**src/rtl/serial_mult_pkg.sv**
```systemverilog
package serial_mult_pkg;

    // Controller phase: waiting for a start, or stepping through the bits.
    typedef enum logic [0:0] {
        SM_IDLE = 1'b0,
        SM_RUN  = 1'b1
    } sm_phase_e;

    // Per-cycle control word from the sequencer to the datapath.
    typedef struct packed {
        logic load;   // capture operands, clear accumulator and flag
        logic step;   // one shift-add step this cycle
        logic last;   // this step is the final one
    } sm_ctrl_t;

    // Width of a counter that must reach the value n.
    function automatic int unsigned count_bits(input int unsigned n);
        return (n < 2) ? 1 : $clog2(n + 1);
    endfunction

endpackage

```
**src/rtl/sm_sequencer.sv**
```systemverilog
module sm_sequencer
    import serial_mult_pkg::*;
#(
    parameter int unsigned OP_W = 8
) (
    input  logic     clk,
    input  logic     rst,
    input  logic     start,
    output sm_ctrl_t ctrl,
    output logic     busy,
    output logic     done
);
    localparam int unsigned CNT_W = count_bits(OP_W);
    localparam logic [CNT_W-1:0] LAST_IDX = CNT_W'(OP_W - 1);

    sm_phase_e        phase_q;
    logic [CNT_W-1:0] step_q;

    always_comb begin
        ctrl.load = start && (phase_q == SM_IDLE);
        ctrl.step = (phase_q == SM_RUN);
        ctrl.last = ctrl.step && (step_q == LAST_IDX);
    end

    always_ff @(posedge clk) begin
        if (rst) begin
            phase_q <= SM_IDLE;
            step_q  <= '0;
            done    <= 1'b0;
        end else begin
            done <= ctrl.last;
            if (ctrl.load) begin
                phase_q <= SM_RUN;
                step_q  <= '0;
            end else if (ctrl.step) begin
                step_q <= step_q + 1'b1;
                if (ctrl.last) begin
                    phase_q <= SM_IDLE;
                end
            end
        end
    end

    assign busy = (phase_q == SM_RUN);

endmodule

```
**src/rtl/sm_serial_operand.sv**
```systemverilog
module sm_serial_operand #(
    parameter int unsigned OP_W = 8
) (
    input  logic            clk,
    input  logic            rst,
    input  logic            load,
    input  logic            step,
    input  logic [OP_W-1:0] din,
    output logic            tap
);
    logic [OP_W-1:0] sr_q;

    // Shift toward the MSB each step; the bit in use is always the top one.
    always_ff @(posedge clk) begin
        if (rst) begin
            sr_q <= '0;
        end else if (load) begin
            sr_q <= din;
        end else if (step) begin
            sr_q <= {sr_q[OP_W-2:0], 1'b0};
        end
    end

    assign tap = sr_q[OP_W-1];

endmodule

```
**src/rtl/sm_accumulator.sv**
```systemverilog
module sm_accumulator #(
    parameter int unsigned OP_W  = 8,
    parameter int unsigned RES_W = 16
) (
    input  logic             clk,
    input  logic             rst,
    input  logic             load,
    input  logic             step,
    input  logic             add_en,
    input  logic [OP_W-1:0]  addend,
    output logic [RES_W-1:0] acc,
    output logic             ovf
);
    localparam int unsigned EXT_W = RES_W + 1;

    logic [RES_W-1:0] shifted;
    logic             lost_bit;
    logic [EXT_W-1:0] addend_ext;
    logic [EXT_W-1:0] sum;
    logic [RES_W-1:0] acc_d;
    logic             ovf_d;

    always_comb begin
        shifted    = {acc[RES_W-2:0], 1'b0};
        lost_bit   = acc[RES_W-1];
        addend_ext = EXT_W'(addend);
        sum        = {1'b0, shifted} + addend_ext;
        // Adder enable: the sum is only taken when the serial bit is 1.
        acc_d      = add_en ? sum[RES_W-1:0] : shifted;
        ovf_d      = ovf | lost_bit | (add_en & sum[RES_W]);
    end

    always_ff @(posedge clk) begin
        if (rst) begin
            acc <= '0;
            ovf <= 1'b0;
        end else if (load) begin
            acc <= '0;
            ovf <= 1'b0;
        end else if (step) begin
            acc <= acc_d;
            ovf <= ovf_d;
        end
    end

endmodule

```
**src/rtl/serial_mult.sv**
```systemverilog
module serial_mult
    import serial_mult_pkg::*;
#(
    parameter int unsigned OP_W  = 8,
    parameter int unsigned RES_W = 2 * OP_W
) (
    input  logic             clk,
    input  logic             rst,
    input  logic             start,
    input  logic [OP_W-1:0]  op_a,
    input  logic [OP_W-1:0]  op_b,
    output logic             busy,
    output logic             done,
    output logic [RES_W-1:0] product,
    output logic             overflow
);
    sm_ctrl_t        ctrl;
    logic            serial_bit;
    logic [OP_W-1:0] mcand_q;

    sm_sequencer #(.OP_W(OP_W)) u_seq (
        .clk   (clk),
        .rst   (rst),
        .start (start),
        .ctrl  (ctrl),
        .busy  (busy),
        .done  (done)
    );

    // Parallel operand, held for the whole operation.
    always_ff @(posedge clk) begin
        if (rst) begin
            mcand_q <= '0;
        end else if (ctrl.load) begin
            mcand_q <= op_a;
        end
    end

    sm_serial_operand #(.OP_W(OP_W)) u_ser (
        .clk  (clk),
        .rst  (rst),
        .load (ctrl.load),
        .step (ctrl.step),
        .din  (op_b),
        .tap  (serial_bit)
    );

    sm_accumulator #(.OP_W(OP_W), .RES_W(RES_W)) u_acc (
        .clk    (clk),
        .rst    (rst),
        .load   (ctrl.load),
        .step   (ctrl.step),
        .add_en (ctrl.step & serial_bit),
        .addend (mcand_q),
        .acc    (product),
        .ovf    (overflow)
    );

endmodule

```
**config.mk**
```make
export PLATFORM = sky130hd
export DESIGN_NAME = serial_mult
export DESIGN_NICKNAME = d
export VERILOG_FILES = /design/src/rtl/serial_mult_pkg.sv /design/src/rtl/sm_sequencer.sv /design/src/rtl/sm_serial_operand.sv /design/src/rtl/sm_accumulator.sv /design/src/rtl/serial_mult.sv
export SDC_FILE = /design/constraint.sdc
export NUM_CORES = 1
export LEC_CHECK = 0
export BUFFER_PORTS_ARGS = -buffer_cell sky130_fd_sc_hd__clkbuf_2
export CAP_MARGIN = 20
export CORE_UTILIZATION = 58
export CTS_CLUSTER_DIAMETER = 80
export CTS_CLUSTER_SIZE = 20
export DETAILED_ROUTE_END_ITERATION = 10
export PLACE_DENSITY = 0.83
export RECOVER_POWER = 100
export SKIP_CTS_REPAIR_TIMING = 1
export SLEW_MARGIN = 20
export SYNTH_ARGS = -nofsm -noshare
export SYNTH_HDL_FRONTEND = slang
export SYNTH_HIERARCHICAL = 1
export SYNTH_SLANG_ARGS = --single-unit
```
**constraint.sdc**
```tcl
create_clock -name clk -period 4.89 [get_ports clk]
set_clock_uncertainty 0.05 [all_clocks]
set_input_delay 0.978 -clock clk [delete_from_list [all_inputs] [get_ports clk]]
set_output_delay 0.978 -clock clk [all_outputs]
set_load 0.05 [all_outputs]
```
# After elaboration in Yosys (flattened, before gate mapping)
# Index checks and enable logic that the tools add are counted.
[classes] addsub=2 n_eq_ne=1 n_mux=6 bitwise_logic=5 reduce_logical=4
[ops] op="16-bit by 8-bit adder with 17-bit output" n=1
[ops] op="16-bit 2-to-1 mux" n=1
[ops] op="8-bit 2-to-1 mux" n=2
[ops] op="4-bit by 1-bit adder with 4-bit output, second input constant" n=1
[ops] op="4-bit by 3-bit == test with 1-bit output, second input constant" n=1
[ops] op="1-bit 2-to-1 mux" n=3
[ops] op="1-bit bitwise AND" n=2
[ops] op="1-bit logical AND" n=2
[ops] op="1-bit bitwise OR" n=2
[ops] op="2-bit nonzero test" n=1
[ops] op="2-bit OR reduction" n=1
[ops] op="1-bit NOT" n=1
[totals] ff_bits=39 inputBits=19 output_inout_bits=19

# Logic depth before layout (Yosys ltp)
# Gate-level depths: netlist of the first run.
[logic_depth] ltp_word=5 depth_mapped=8 ltp_nobuf=8

# By module
# The synthesis of the first run kept the hierarchy.
[by_module_without_submodules] module="sm_accumulator" instances=1 cells_each=140 area_per_inst_um2=1152.4
[by_module_without_submodules] module="sm_serial_operand" instances=1 cells_each=35 area_per_inst_um2=369.1
[by_module_without_submodules] module="serial_mult" instances=1 cells_each=27 area_per_inst_um2=291.5
[by_module_without_submodules] module="sm_sequencer" instances=1 cells_each=28 area_per_inst_um2=280.3

# Worst setup path before layout of the first run
# OpenSTA, ideal clock, no wires.
[synth_path] path_type="flip-flop to flip-flop" startpoint="register u_acc.acc[0]" endpoint="register u_acc.acc[11]" t_arrival_ns=2.414 t_required_ns=4.766 slack_ns=2.352 stages_incl_launch_ff=9 path_buffers=0 path_cell_list="dfxtp_1 -> ha_1 -> inv_1 -> fa_1 -> nand2b_1 -> a21oi_2 -> nor3_2 -> or4_1 -> a31oi_1"
[synth_via] elab_chain_len=2
[synth_lines] element="start: declaration" line="sm_accumulator.sv:11" source="output logic [RES_W-1:0] acc,"
[synth_lines] element="start signal: assignment" line="sm_accumulator.sv:35" source="acc <= '0;"
[synth_lines] element="start signal: assignment" line="sm_accumulator.sv:38" source="acc <= '0;"
[synth_lines] element="start signal: assignment" line="sm_accumulator.sv:41" source="acc <= acc_d;"
[synth_lines] element="16-bit by 8-bit adder with 17-bit output" line="sm_accumulator.sv:27" source="sum = {1'b0, shifted} + addend_ext;"
[synth_lines] element="16-bit 2-to-1 mux" line="sm_accumulator.sv:29" source="acc_d = add_en ? sum[RES_W-1:0] : shifted;"
# Every way passes these cells.
# A chain may end at the register's enable or synchronous reset.

# Final worst setup path of the first run
[layout_path] startpoint="register u_seq.phase_q (netlist: u_seq/busy)" endpoint="register u_acc.acc[13]"
[layout_via] elab_chain_len=3 word_cells_on_any_way=5
[layout_lines] element="start: declaration" line="sm_sequencer.sv:16" source="sm_phase_e phase_q;"
[layout_lines] element="start signal: assignment" line="sm_sequencer.sv:27" source="phase_q <= SM_IDLE;"
[layout_lines] element="start signal: assignment" line="sm_sequencer.sv:33" source="phase_q <= SM_RUN;"
[layout_lines] element="start signal: assignment" line="sm_sequencer.sv:38" source="phase_q <= SM_IDLE;"
[layout_lines] element="1-bit NOT" line="sm_sequencer.sv:20" source="ctrl.load = start && (phase_q == SM_IDLE);"
[layout_lines] element="1-bit logical AND" line="sm_sequencer.sv:20"
[layout_lines] element="2-bit OR reduction (no line)"
# Several ways; a longest one is shown, not always the timed one.

==> flow_summary.toml, run 1 <==
[floorplan]
initial_core_util_pct = 61.76
dieArea_sq_um = 3853
rows = 21
ioPinCount = 38
core_sq_um = 3390
dieWidth_um = 62.08
die_y_um = 62.08

[layout]
design_area_sq_um = 2303
drive_above_1_share_pct = 12.50
antennaDiodeCount = 0
area_delta_synth_final_pct = 10.04
final_cells = 310
num-nets-final = 291

[place]
dpl.cell_count = 302
gp_congestion = 0.8333
hpwl_mm = 2.824
placed_cell_area_sq_um = 2247
port_buffers = 37

[clocking]
clock_path_buffers = 2
cts_max_level = 2
cts-buffers-inserted = 5
tritoncts = "yes"
clkTransAtPathRegs_ns = 0.12
cts_root_buf = "clkbuf_4"
cts_sinks = 39
insertion_delay_ns = 0.34

[sta]
worstMarginPinSlew_ns = 0.8762
final_hold_viol_count = 0
rsz0062_at_grt = "no"
fmax_mhz = 353.6
setup_viol_count_final = 0
tns_ns = 0
slew_viol_final = 0
slew_headroom_pct = 41.50
fin_crit_sh_pct = 57.83
whs_ns = 0.4590
period_needed_ns = 2.828

[synth]
synth_cell_type_count = 49
postSynth.asyncResetShare_pct = 0
synth_area_sq_um = 2093
yosysSeqAreaShare_pct = 37.30
synth_top_area_share_pct = 37.30
yosysMostFrequentCell = "dfxtp_1"
netlist_instances = 230
syn_avg_cell_area_sq_um = 9.101
synthFlopType = "dfxtp_1"
synthesis.nets = 258
synth_top_area_cell = "dfxtp_1"
synth_common_cells = "39 x dfxtp_1, 24 x nor2_1, 18 x a21oi_1, 18 x mux2i_1, 15 x o21ai_0"
yosysWarnings = 6
synth-seq-cells = 39
synthTopCellsByArea = "dfxtp_1 37%, mux2i_1 8.6%, a211oi_1 5.0%"
synth_edf_count = 0

[setup_path]
crit_slowest_cell = "dfxtp_1"
path_buf_inv = 0
rr_startpoint = "u_seq/busy"
reg2reg_slack_ns = 2.06
slowest_delay_ns = 0.92
cp-start-kind = "flip-flop"
worst-setup-path-type = "flip-flop to flip-flop"
arrival_ns = 3.04
cp-end-kind = "flip-flop"
critPathMaxFanout = 25
worstPathCellList = "and2_0, and4_1, and3_1, o21ai_0, or3_1, a31oi_1"
worstPathRequired_ns = 5.10
cp-startpoint = "u_seq/busy"
cp_top_family = "simple AND/OR/NAND/NOR gates"

[detailed_routing]
first_pass_iters = 4
vias = 1754
wl_per_cell_um = 12.45
final_antenna_net_count = 0
first_iter_violations = 50
vias_per_cell = 5.658
drc = 0
wirelength_mm = 3.860

[global_routing]
grt_remaining_overflow = 0
grt_max_degree = 31
grt_pass1_vias = 1468
grt.total_usage_pct = 22.38
grt_pass1_wl_mm = 6.320
grt_antenna_before_repair = 0

[power]
p_leak_nw = 0.8727
power.density_nw_per_um2 = 297.5
power.total_uw = 685.2
ir_drop_mv = 0.2561

[run]
max-cap-violations = 0

[status]
run_status = "complete, no violations"

[min_path]
min_path_type = "flip-flop to flip-flop"
min_from = "mcand_q[0]"
layout make-up:
class / instances / area (sq um)
clock inverters: 2 / 38.79
well taps: 46 / 57.56
repair buffers: 38 / 168.9
flip-flops and latches: 39 / 780.7
fillers: 296 / 1086
inverters: 8 / 30.03
clock buffers: 6 / 51.30
multi-input cells: 171 / 1176
tightest hold or removal path: cells and delay by family (launching register included):
family / cells / cell delay (ns)
compound gates: 1 / 0.06
simple gates: 1 / 0.08
flops: 1 / 0.33
where the power goes:
group / total [mW] / internal (mW) / switching (mW)
logic: 0.105 / 0.0387 / 0.0667
registers: 0.352 / 0.335 / 0.0178
clock network: 0.227 / 0.124 / 0.104
total: 0.685 / 0.497 / 0.188
stage by stage:
step | setup WS [ns] | util [%]
2_1_floorplan | 2.352 | -
3_3_place_gp | 2.257 | 66.30
3_5_place_dp | 2.223 | 66.30
4_1_cts | 2.149 | 68.96
5_1_grt | 1.807 | 67.96
6_report | 2.062 | 67.96
cell families after synthesis:
group | synth area share (%)
compound gates | 19.73
xor+xnor | 4.184
fa+ha+maj | 5.738
buf+inv | 6.037
flops | 37.30
mux | 8.607
simple gates | 18.41
metal layers:
layer | vias up | GRT usage [%] | routed length [um]
met5 | - | 0 | 0
met4 | 0 | 9.524 | 53
met3 | 6 | 4.555 | 148
met2 | 48 | 36.32 | 1794
met1 | 795 | 28.83 | 1865
li1 | 905 | - | -
path summary, 6_finish.rpt:
kind                        end  cells after the start
setup / recovery  u_acc/acc[13]                      6
hold reg to reg    u_acc/acc[0]                      2
setup reg to reg  u_acc/acc[13]                      6
hold / removal     u_acc/acc[0]                      2
registers in the layout, indices dropped and copies added (netlist names):
signal,flops
mcand_q,8
u_acc/acc,16
u_acc/ovf,1
u_seq/busy,1
u_seq/done,1
u_seq/step_q,4
u_ser/sr_q,8
cell usage in the layout, fill, tap and decap left out, types with 3 or more instances in the layout:
| cell | count |
|---|---|
| o31ai_1 | 3 |
| inv_1 | 8 |
| xor2_1 | 4 |
| nand4_1 | 4 |
| clkbuf_2 | 18 |
| nor3b_1 | 3 |
| xnor2_1 | 6 |
| mux2i_1 | 18 |
| o21ai_0 | 15 |
| a31oi_1 | 5 |
| a21oi_1 | 18 |
| nor2_1 | 24 |
| a211oi_1 | 14 |
| nor3_1 | 4 |
| nor2b_1 | 8 |
| clkbuf_1 | 19 |
| ha_1 | 8 |
| clkbuf_4 | 5 |
| dfxtp_1 | 39 |
| nand2_1 | 5 |
Power figures use the tool's default switching activity.
==> inputs of run 2 (changes only) <==
--- a/config.mk
+++ b/config.mk
@@ -7,11 +7,11 @@
 export LEC_CHECK = 0
 export BUFFER_PORTS_ARGS = -buffer_cell sky130_fd_sc_hd__clkbuf_2
 export CAP_MARGIN = 20
-export CORE_UTILIZATION = 58
+export CORE_UTILIZATION = 55
 export CTS_CLUSTER_DIAMETER = 80
 export CTS_CLUSTER_SIZE = 20
 export DETAILED_ROUTE_END_ITERATION = 10
-export PLACE_DENSITY = 0.83
+export PLACE_DENSITY = 0.79
 export RECOVER_POWER = 100
 export SKIP_CTS_REPAIR_TIMING = 1
 export SLEW_MARGIN = 20
==> constraint.sdc (replaced) <==
create_clock -name clk -period 2.8 [get_ports clk]
set_clock_uncertainty 0.05 [all_clocks]
set_input_delay 0.56 -clock clk [delete_from_list [all_inputs] [get_ports clk]]
set_output_delay 0.56 -clock clk [all_outputs]
set_load 0.05 [all_outputs]
==> run 2 against run 1 <==
  * Via count decreased by 1.8%
  * Sequential power increased by 73%
  * Hold slack got worse by 0.010 ns
  * Clock-buffer cell count decreased by 1
  * Combinational power increased by 86%
  * Worst setup slack got worse by 1.7 ns
  * Global-route usage increased by 0.36 points
  * Core utilization decreased by 4.0 points
  * Die area increased by 5.3%
  * Final area increased by 1.6%
  * Clock power increased by 110%
  * Critical path type is now flip-flop to output port
  * Largest power group unchanged
==> flow_summary.toml, run 2 (same netlist as run 1, synthesis figures left out) <==
[power]
cellInternalPower_uw = 918.8
power.density_nw_per_um2 = 544.9
p_clk_share_pct = 36.9
ir_drop_mv = 0.3288
switching_share_pct = 27.97
p_switching_uw = 356.8
p_comb_share_pct = 15.3
power.total_mw = 1.276
p_leak_nw = 0.8943
p_seq_share_pct = 47.7

[layout]
largest_reg_flops = 16
largest_registers = "u_acc/acc (16), mcand_q (8), u_ser/sr_q (8)"
layout_commonest_cell = "dfxtp_1"
num-nets-final = 294
antennaDiodeCount = 0
area_delta_synth_final_pct = 11.84
final_cell_mix = "39 x dfxtp_1, 24 x nor2_1, 20 x clkbuf_1, 19 x clkbuf_2, 19 x a21oi_1"
drive_above_1_share_pct = 12.73
top_register = "u_acc/acc"

[place]
gp_congestion = 0.8332
port_buffers = 37
hpwl_mm = 2.914
pre_cts_ws_ns = 0.5118

[clocking]
cts_root_buf = "clkbuf_8"
clock_path_buffers = 2
cts_sinks = 39
tritoncts = "yes"
insertion_delay_ns = 0.30
cts_max_level = 2
clkTransAtPathRegs_ns = 0.08
cts-buffers-inserted = 5

[floorplan]
initial_core_util_pct = 57.18
dieWidth_um = 63.69
dieArea_sq_um = 4056
core_sq_um = 3661
rows = 22
die_y_um = 63.69
ioPinCount = 38

[detailed_routing]
final_antenna_net_count = 0
drc = 0
vias_per_cell = 5.470
wirelength_mm = 4.198
first_pass_iters = 4
wl_per_cell_um = 13.33
vias = 1723
first_iter_violations = 167

[setup_path]
rr_worst_depth = 8
r2r_end = "u_acc/acc[11]"
reg2reg_slack_ns = 0.35
arrival_ns = 1.85
worst-setup-path-type = "flip-flop to output port"
worstPathRequired_ns = 2.19
cp-start-kind = "flip-flop"
cp-end-kind = "output port"
rr_startpoint = "u_acc/acc[0]"
critPathMaxFanout = 52

[sta]
setup_viol_count_final = 0
slew_headroom_pct = 33.70
slew_viol_final = 0
worstMarginPinSlew_ns = 0.9945
whs_ns = 0.4488
final_hold_viol_count = 0
rsz0062_at_grt = "no"
fin_crit_sh_pct = 87.84
fmax_mhz = 406.6
tns_ns = 0
setup_slack_ns = 0.3406
period_needed_ns = 2.459

[status]
run_status = "complete, no violations"

[global_routing]
grt_pass1_wl_mm = 7.044
grt_remaining_overflow = 0
grt_max_degree = 53
grt_antenna_before_repair = 0
grt.total_usage_pct = 22.74
grt_pass1_vias = 1590

[min_path]
min_path_type = "primary input to flip-flop"
hold_path_end = "u_ser/sr_q[0]"
hold_depth = 3
min_from = "op_b[0]"

[run]
max-cap-violations = 0
-- run 2: layer usage --
metal / track usage (%) / vias up / routed length [um]
li1: - / 900 / -
met1: 28.22 / 788 / 2043
met2: 36.57 / 28 / 1931
met3: 6.522 / 7 / 156
met4: 9.375 / 0 / 66
met5: 0 / - / 0
-- run 2: layout make-up --
type	count	area [sq um]
clock inverter	3	43.79
timing repair buffer	41	185.2
inverter	8	30.03
multi-input combinational	171	1172
sequential	39	780.7
tap	48	60.06
fill	335	1320
clock buffer	5	68.82
-- run 2: power groups by stage --
| stage | Combinational (mW) | Sequential [mW] | Clock, mW |
|---|---|---|---|
| after floorplan | 0.121 | 0.656 | 0 |
| after global placement | 0.196 | 0.622 | 0 |
| after detailed placement | 0.198 | 0.622 | 0 |
| after CTS | 0.199 | 0.609 | 0.486 |
| after global routing | 0.214 | 0.613 | 0.506 |
| final | 0.195 | 0.609 | 0.471 |
-- run 2: how the worst max path moves through the flow --
stage,from,endpoint,slack (ns),cells after the start
6_report,u_seq/busy,busy,0.34,2
5_1_grt,u_acc/acc[0],u_acc/acc[11],0.20,8
4_1_cts,u_acc/acc[0],u_acc/acc[11],0.48,8
3_5_place_dp,u_acc/acc[0],u_acc/acc[11],0.51,8
3_3_place_gp,u_acc/acc[0],u_acc/acc[11],0.58,8
2_1_floorplan,u_acc/acc[0],u_acc/acc[11],0.26,8
-- run 2: worst max-delay path, stage by stage, from the launching register on --
cell      delay (ns)
dfxtp_1         0.36
clkbuf_2        0.77
clkbuf_2        0.42
-- run 2: per-stage QoR --
stage | cell area, sq um | util [%] | cells
floorplan | 2093 | - | 230
global placement | 2273 | 62.10 | 307
detailed placement | 2273 | 62.10 | 307
CTS | 2386 | 65.17 | 315
global route | 2341 | 63.94 | 315
finish | 2341 | 63.94 | 315
==> inputs of run 3 (changes only) <==
--- a/config.mk
+++ b/config.mk
@@ -11,7 +11,7 @@
 export CTS_CLUSTER_DIAMETER = 80
 export CTS_CLUSTER_SIZE = 20
 export DETAILED_ROUTE_END_ITERATION = 10
-export PLACE_DENSITY = 0.79
+export PLACE_DENSITY_LB_ADDON = 0.05
 export RECOVER_POWER = 100
 export SKIP_CTS_REPAIR_TIMING = 1
 export SLEW_MARGIN = 20
==> run 3 against run 2 <==
  * Sequential share of layout area down 0.40 points
  * Sequential power about the same
  * Worst setup slack better by 0.0020 ns
  * Clock-buffer cell count unchanged
  * Critical path depth unchanged
  * Via count up 1.7%
  * Critical path type unchanged
  * Largest power group unchanged
  * Highest routed layer unchanged
==> flow_summary.toml, run 3 (same netlist as run 1, synthesis figures left out) <==
[floorplan]
die_y_um = 63.69
initial_core_util_pct = 57.18
dieWidth_um = 63.69
dieArea_sq_um = 4056
core_sq_um = 3661
rows = 22
ioPinCount = 38

[power]
power.total_mw = 1.365
power.density_nw_per_um2 = 576.0
ir_drop_mv = 0.4463
p_leak_nw = 0.9019

[clocking]
tritoncts = "yes"
cts_max_level = 2
cts_sinks = 39
cts_root_buf = "clkbuf_8"
clkTransAtPathRegs_ns = 0.08
insertion_delay_ns = 0.29
clock_path_buffers = 2
cts-buffers-inserted = 5

[layout]
num-nets-final = 294
final_cells = 315
final_core_util_pct = 64.73
layout_commonest_cell = "dfxtp_1"
area_delta_synth_final_pct = 13.21
final_cell_mix = "39 x dfxtp_1, 24 x nor2_1, 20 x clkbuf_1, 19 x clkbuf_2, 19 x a21oi_1"
top_register = "u_acc/acc"
antennaDiodeCount = 0
fill_cells = 325
design_area_sq_um = 2370
largest_registers = "u_acc/acc (16), mcand_q (8), u_ser/sr_q (8)"
largest_reg_flops = 16
drive_above_1_share_pct = 13.11

[setup_path]
worst-setup-path-type = "flip-flop to output port"
slowest_delay_ns = 0.78
reg2reg_slack_ns = 0.36
worstPathRequired_ns = 2.19
crit_top_cell = "clkbuf_2"
rr_worst_depth = 8
cp_top_family = "buffers and inverters"
cp-start-kind = "flip-flop"
cp-end-kind = "output port"
arrival_ns = 1.85
worstPathCellList = "clkbuf_2, clkbuf_2"
rr_startpoint = "u_acc/acc[0]"
path_buf_inv = 2
critPathMaxFanout = 52
crit_slowest_cell = "clkbuf_2"
r2r_end = "u_acc/acc[11]"

[sta]
fin_crit_sh_pct = 87.76
slew_viol_final = 0
setup_viol_count_final = 0
final_hold_viol_count = 0
fmax_mhz = 406.9
rsz0062_at_grt = "no"
slew_headroom_pct = 33.09
period_needed_ns = 2.457
tns_ns = 0
worstMarginPinSlew_ns = 1.004

[status]
run_status = "complete, no violations"

[detailed_routing]
vias_per_cell = 5.565
vias = 1753
final_antenna_net_count = 0
first_pass_iters = 4
wl_per_cell_um = 13.29
drc = 0
wirelength_mm = 4.187
first_iter_violations = 125

[place]
gp_congestion = 0.8248
placed_cell_area_sq_um = 2273
dpl.cell_count = 307
hpwl_mm = 2.768
port_buffers = 37

[global_routing]
grt_pass1_vias = 1552
grt_antenna_before_repair = 0
grt_remaining_overflow = 0
grt.total_usage_pct = 21.98
grt_pass1_wl_mm = 6.982
grt_max_degree = 53

[run]
max-cap-violations = 0

[min_path]
hold_depth = 2
min_path_type = "flip-flop to flip-flop"
min_from = "mcand_q[0]"
hold_path_end = "u_acc/acc[0]"
[run 3: power by group]
group | leakage [nW] | switching, mW | total [mW] | internal (mW)
combinational | 0.518 | 0.125 | 0.194 | 0.0694
sequential | 0.319 | 0.0248 | 0.609 | 0.584
clock | 0.0644 | 0.206 | 0.562 | 0.355
total | 0.902 | 0.356 | 1.36 | 1.01
[run 3: stage by stage]
step           setup slack [ns]  hold slack [ns]
2_1_floorplan            0.2615           0.4111
3_3_place_gp             0.5609           0.4228
3_5_place_dp             0.5191           0.4343
4_1_cts                  0.4795           0.4421
5_1_grt                  0.1773           0.4480
6_report                 0.3426           0.4417
[run 3: how the worst max path moves through the flow]
stage / from / endpoint / slack, ns / depth (start not counted)
2_1_floorplan: u_acc/acc[0] / u_acc/acc[11] / 0.26 / 8
3_5_place_dp: u_acc/acc[0] / u_acc/acc[11] / 0.52 / 8
5_1_grt: u_acc/acc[0] / u_acc/acc[11] / 0.18 / 8
6_report: u_seq/busy / busy / 0.34 / 2
3_3_place_gp: u_acc/acc[0] / u_acc/acc[11] / 0.56 / 8
4_1_cts: u_acc/acc[0] / u_acc/acc[11] / 0.48 / 8
[run 3: tightest hold or removal path, delay by kind of cell (launching register included)]
family	cells	cell delay (ns)
DFF	1	0.32
and+or+nand+nor	1	0.07
AOI/OAI and AO/OA	1	0.06
[run 3: metal layers]
layer  share of wire (%)  wire [um]  track usage (%)  vias up
li1                    -          -                -      909
met1                  50       2103            29.56      800
met2                  45       1875            34.31       39
met3                 3.5        148            3.986        5
met4                 1.4         59            9.091        0
met5                   0          0                0        -
[run 3: final cells by class]
| class | instances | area, sq um | share of cell area, % |
|---|---|---|---|
| flip-flops and latches | 39 | 780.7 | 32.95 |
| well taps | 48 | 60.06 | 2.534 |
| multi-input cells | 171 | 1177 | 49.68 |
| clock inverters | 3 | 67.56 | 2.851 |
| inverters | 8 | 30.03 | 1.267 |
| repair buffers | 41 | 185.2 | 7.814 |
| clock buffers | 5 | 68.82 | 2.904 |
